$ cat src/rtl/brf_pkg.sv
package brf_pkg;
  typedef enum logic [1:0] {
    MODE_HOLD     = 2'd0,
    MODE_GUESS_T  = 2'd1,
    MODE_GUESS_NT = 2'd2,
    MODE_RSVD     = 2'd3
  } scheme_e;

  typedef enum logic [1:0] {
    SEL_SEQ  = 2'd0,
    SEL_DEC  = 2'd1,
    SEL_EXE  = 2'd2,
    SEL_FALL = 2'd3
  } pcsel_e;

  localparam int KILL_W = 3;
  localparam int N_STAGES = 8;
endpackage

$ cat src/rtl/brf_track.sv
module brf_track #(
  parameter int AW = 32,
  parameter int STAGES = brf_pkg::N_STAGES
) (
  input  logic                      clk,
  input  logic                      rst,
  input  logic                      if_live,
  input  logic [brf_pkg::KILL_W-1:0] kill,
  input  logic                      rf_cond_acc,
  input  logic [AW-1:0]             rf_ft,
  output logic                      v_is,
  output logic                      v_rf,
  output logic                      v_ex,
  output logic                      ex_cond,
  output logic [AW-1:0]             ex_ft,
  output logic                      v_df,
  output logic                      v_wb
);
  localparam int DF_IDX = 4;

  logic [STAGES-1:1] vld;

  always_ff @(posedge clk) begin
    if (rst) begin
      vld     <= '0;
      ex_cond <= 1'b0;
      ex_ft   <= '0;
    end else begin
      vld[1] <= if_live & ~kill[0];
      vld[2] <= vld[1] & ~kill[1];
      vld[3] <= vld[2] & ~kill[2];
      vld[STAGES-1:DF_IDX] <= vld[STAGES-2:DF_IDX-1];
      ex_cond <= rf_cond_acc;
      if (rf_cond_acc) ex_ft <= rf_ft;
    end
  end

  assign v_is = vld[1];
  assign v_rf = vld[2];
  assign v_ex = vld[3];
  assign v_df = vld[DF_IDX];
  assign v_wb = vld[STAGES-1];
endmodule

$ cat src/rtl/brf_decide.sv
module brf_decide
  import brf_pkg::*;
(
  input  scheme_e             mode,
  input  logic                v_rf,
  input  logic                dec_br,
  input  logic                dec_uncond,
  input  logic                v_ex,
  input  logic                ex_cond,
  input  logic                ex_taken,
  output logic [KILL_W-1:0]   kill,
  output pcsel_e              sel,
  output logic                rf_cond_acc,
  output logic                stall_d
);
  logic hold_m, rf_br, ex_br, ex_redir;

  always_comb begin
    hold_m   = (mode == MODE_HOLD) || (mode == MODE_RSVD);
    rf_br    = v_rf & dec_br;
    ex_br    = v_ex & ex_cond;
    ex_redir = ex_br & (hold_m |
                        ((mode == MODE_GUESS_T) & ~ex_taken) |
                        ((mode == MODE_GUESS_NT) & ex_taken));
    kill = '0;
    sel  = SEL_SEQ;
    if (ex_redir) begin
      kill = '1;
      if (hold_m) sel = ex_taken ? SEL_EXE : SEL_FALL;
      else if (mode == MODE_GUESS_T) sel = SEL_FALL;
      else sel = SEL_EXE;
    end else if (rf_br) begin
      if (dec_uncond || mode == MODE_GUESS_T) begin
        kill = 3'b011;
        sel  = SEL_DEC;
      end else if (hold_m) begin
        kill = 3'b011;
      end
    end
    rf_cond_acc = rf_br & ~dec_uncond & ~ex_redir;
    stall_d     = rf_cond_acc & hold_m;
  end
endmodule

$ cat src/rtl/brf_count.sv
module brf_count #(
  parameter int CW = 32
) (
  input  logic          clk,
  input  logic          rst,
  input  logic [2:0]    inc,
  output logic [CW-1:0] cnt
);
  always_ff @(posedge clk) begin
    if (rst) cnt <= '0;
    else     cnt <= cnt + CW'(inc);
  end
endmodule

$ cat src/rtl/brflush_ctl.sv
module brflush_ctl #(
  parameter int AW = 32,
  parameter int CW = 32
) (
  input  logic          clk,
  input  logic          rst,
  input  logic [1:0]    mode,
  input  logic          dec_br,
  input  logic          dec_uncond,
  input  logic [AW-1:0] dec_target,
  input  logic [AW-1:0] rf_fallthru,
  input  logic          ex_taken,
  input  logic [AW-1:0] ex_target,
  input  logic [AW-1:0] seq_pc,
  output logic [1:0]    pc_sel,
  output logic [AW-1:0] next_pc,
  output logic          stall,
  output logic [2:0]    kill,
  output logic          mem_valid,
  output logic          commit_valid,
  output logic [CW-1:0] penalty_cnt
);
  import brf_pkg::*;

  logic          stall_q, stall_d, rf_cond_acc;
  logic          v_is, v_rf, v_ex, ex_cond;
  logic [AW-1:0] ex_ft;
  pcsel_e        sel;
  logic [2:0]    inc;

  brf_decide u_dec (
    .mode(scheme_e'(mode)), .v_rf(v_rf), .dec_br(dec_br),
    .dec_uncond(dec_uncond), .v_ex(v_ex), .ex_cond(ex_cond),
    .ex_taken(ex_taken), .kill(kill), .sel(sel),
    .rf_cond_acc(rf_cond_acc), .stall_d(stall_d)
  );

  brf_track #(.AW(AW), .STAGES(N_STAGES)) u_trk (
    .clk(clk), .rst(rst), .if_live(~stall_q), .kill(kill),
    .rf_cond_acc(rf_cond_acc), .rf_ft(rf_fallthru),
    .v_is(v_is), .v_rf(v_rf), .v_ex(v_ex), .ex_cond(ex_cond),
    .ex_ft(ex_ft), .v_df(mem_valid), .v_wb(commit_valid)
  );

  always_ff @(posedge clk) begin
    if (rst) stall_q <= 1'b0;
    else     stall_q <= stall_d;
  end

  always_comb begin
    inc = {2'b00, stall_q}
        + {2'b00, kill[0] & ~stall_q}
        + {2'b00, kill[1] & v_is}
        + {2'b00, kill[2] & v_rf};
    unique case (sel)
      SEL_DEC:  next_pc = dec_target;
      SEL_EXE:  next_pc = ex_target;
      SEL_FALL: next_pc = ex_ft;
      default:  next_pc = seq_pc;
    endcase
  end

  brf_count #(.CW(CW)) u_cnt (.clk(clk), .rst(rst), .inc(inc), .cnt(penalty_cnt));

  assign pc_sel = sel;
  assign stall  = stall_q;
endmodule

$ cat config.mk
export PLATFORM = sky130hd
export DESIGN_NAME = brflush_ctl
export DESIGN_NICKNAME = d
export VERILOG_FILES = /design/src/rtl/brf_pkg.sv /design/src/rtl/brf_track.sv /design/src/rtl/brf_decide.sv /design/src/rtl/brf_count.sv /design/src/rtl/brflush_ctl.sv
export SDC_FILE = /design/constraint.sdc
export NUM_CORES = 1
export LEC_CHECK = 0
export ABC_AREA = 1
export BUFFER_PORTS_ARGS = -buffer_cell sky130_fd_sc_hd__buf_2
export CORE_UTILIZATION = 43
export CTS_BUF_LIST = sky130_fd_sc_hd__clkbuf_16
export DETAILED_ROUTE_END_ITERATION = 6
export PLACE_DENSITY = 0.8
export SLEW_MARGIN = 20
export SYNTH_ARGS = -nofsm -noshare
export SYNTH_HDL_FRONTEND = slang
export SYNTH_SLANG_ARGS = --single-unit
$ cat constraint.sdc
create_clock -name clk -period 3 [get_ports clk]
set_input_delay 0.3 -clock clk [delete_from_list [all_inputs] [get_ports clk]]
set_output_delay 0.3 -clock clk [all_outputs]
set_load 0.01 [all_outputs]
==> metrics.md <==
| Metric | Value |
|---|---|
| Synthesized area | `4550 µm²` |
| RSZ-0062 raised after global routing | `false` |
| Endpoints failing setup | `0` |
| Syn_nets | `860` |
| Global-route wire length before repair | `23.8 mm` |
| CTS max path bufs | `2` |
| Final wirelength | `14.8 mm` |
| Detail Route Antenna Nets | `0` |
| Synth warnings | `0` |
| Most frequent cells in the layout | `buf_2 (206), nand2_1 (158), nor2_1 (101)` |
| Layout cell share with drive strength beyond 1 | `0.291` |
| Post-CTS Setup Inserts | `0` |
| Sequential fraction of the synthesis area | `0.321` |
| Max Slew Vio Count | `0` |
| Reg area | `1460 µm²` |
| Vias per cell | `5.16` |
| Sink Count | `73` |
| Critical Path RT | `3.26 ns` |
| Most common cell after layout, fill and taps aside | `buf_2` |
| Setup crit start kind | `input port` |
| Peak Freq | `0.361 GHz` |
| # IOs | `207` |
| Placed Instances | `1031` |
| Post-Syn Instances | `718` |
| Layout Nets | `1048` |
| Ratio of final minimum period to clock period | `0.923` |
| Filler instances | `1031` |
| Die Y | `105 µm` |
| Area growth syn-to-layout | `31.8%` |
| Leak | `2.72 nW` |
| Critical path arrival | `3.03 ns` |
| Row count | `37` |
| GR Overflow Total | `0` |
| Clock Skew | `0.00643 ns` |
| IO buf count | `206` |
| H-tree levels | `3` |
| Initial Utilization | `0.443` |
| 1st-iter DRT viols | `474` |
| Finished Layout Cells | `1050` |
| Max Fanout on Critical Path | `4` |
| CTS tree | `built` |
| Overall power | `2.39 mW` |
| Hold_buf cts | `0` |
| Post-DR wirelength/cell | `14.1 µm` |
| Num CTS Buffers | `9` |
| Initial antenna violation count | `4` |
| Clk slew on worst S/H paths | `0.06 ns` |
| Max transition margin | `0.552` |
| RD Place Congestion | `0.911` |
| Final core utilization | `0.583` |
| Category of the critical setup timing path | `input port to flop` |
| Clock Latency Late Sink | `0.32 ns` |
| Total negative slack | `0 ns` |
| CP Capture Type | `flop` |
| Vias in the first global route | `5005` |
| Status | `complete, no violations` |
| DP HPWL | `10.6 mm` |
| Final setup margin | `0.232 ns` |
| FF+latch count, synth | `73` |
| Slew of the pin with the lowest slew margin | `0.672 ns` |
| Worst VDD drop | `0.000284 V` |
| Via count | `5418` |
| Multi-input logic area | `2610 µm²` |
| P per Cell Area | `398 nW/µm²` |
| Largest net degree at the start of global routing | `69` |
| Final hold violations | `0` |
| Max Cap Violations | `0` |
| Total GRT Usage | `0.265` |
| DP Worst Slack | `-0.130 ns` |
| Avg Cell Area, Syn | `6.34 µm²` |
| CTS root buffer | `clkbuf_16` |
| Die footprint | `11000 µm²` |
| Core ar. | `10300 µm²` |
| Detailed Routing Iterations Pass 1 | `5` |
| Drt drc | `0` |
| Clock period minus worst slack | `2.77 ns` |
| Netlist cell types | `29` |
| Post-CTS sizing | `0` |
| Die Wd | `105 µm` |
| Worst Hold Class | `input port to flop` |
[registers in the layout, summed over array words and instances, names as in the netlist]
register and flops:
stall 1, u_cnt.cnt 32, u_trk.ex_cond 1, u_trk.ex_ft 32, u_trk.vld 7
[final timing paths]
check / startpoint / to / slack, ns / cells past startpoint
worst max-delay path: mode[1] / u_cnt.cnt[12] / 0.23 / 18
worst min-delay path: rf_fallthru[25] / u_trk.ex_ft[25] / 0.24 / 3
worst max register to register: u_trk.vld[2] / u_cnt.cnt[12] / 0.27 / 15
worst min register to register: u_trk.vld[5] / u_trk.vld[6] / 0.40 / 2
[worst max-delay path, cell delays in order]
cell and delay, ns:
buf_2 0.12, inv_1 0.06, ha_1 0.21, nand2_2 0.09, nand3_4 0.08, nand2_4 0.07, o211ai_1 0.10, or2_1 0.27
ha_1 0.29, inv_1 0.05, fa_2 0.35, fa_2 0.41, nor2_4 0.15, inv_2 0.06, nor2_4 0.10, xor2_1 0.16
inv_1 0.05, nor2_1 0.08
[synthesized netlist by cell type, drive strengths merged]
master / instances / area share
or2: 1 / 0.0014
buf: 36 / 0.046
nand3b: 14 / 0.023
o21ai: 40 / 0.046
fa: 2 / 0.0088
nand2: 165 / 0.14
ha: 5 / 0.014
clkbuf: 14 / 0.012
dfxtp: 73 / 0.32
inv: 67 / 0.055
o211ai: 1 / 0.0017
xor2: 6 / 0.012
nor2: 107 / 0.090
nor3: 3 / 0.0033
a21oi: 82 / 0.090
nor3b: 1 / 0.0017
nand3: 35 / 0.041
xnor2: 2 / 0.0039
nand4: 64 / 0.088
[stage by stage]
step / instance area [µm²] / hold slack [ns]
CTS: 5990 / 0.241
floorplan: 4590 / 0.388
finish: 5990 / 0.244
detailed placement: 5700 / 0.394
global placement: 5700 / 0.390
global route: 5990 / 0.249
[final cells by class]
class,instances,share of cell area
multi-input cells,528,0.436
clock buffers,9,0.0376
repair buffers,227,0.200
clock inverters,7,0.0106
inverters,67,0.0424
diodes,3,0.00125
well taps,136,0.0284
flip-flops and latches,73,0.244
[where the power goes]
| part | total, mW | internal (mW) | switching (mW) |
|---|---|---|---|
| sequential | 0.992 | 0.985 | 0.00746 |
| combinational | 0.348 | 0.147 | 0.201 |
| clock | 1.05 | 0.637 | 0.412 |
| total | 2.39 | 1.77 | 0.621 |
[logic make-up (layout without fill, tap and decap cells)]
logic type,after synthesis,in the layout,synth area share
adder cells (fa/ha/maj),7,7,0.0226
other,0,3,0
buffers and inverters,117,310,0.112
AND/OR/NAND/NOR,390,390,0.391
flip-flops,73,73,0.321
AO/OA/AOI/OAI,123,123,0.138
XOR/XNOR,8,8,0.0154
[layer usage]
layer	up-vias	track usage	part of all wire
li1	2742	-	-
met1	2429	0.323	0.43
met2	217	0.451	0.47
met3	28	0.0674	0.082
met4	2	0.0956	0.019
met5	-	0	0.00054
Power figures use the tool's default switching activity.
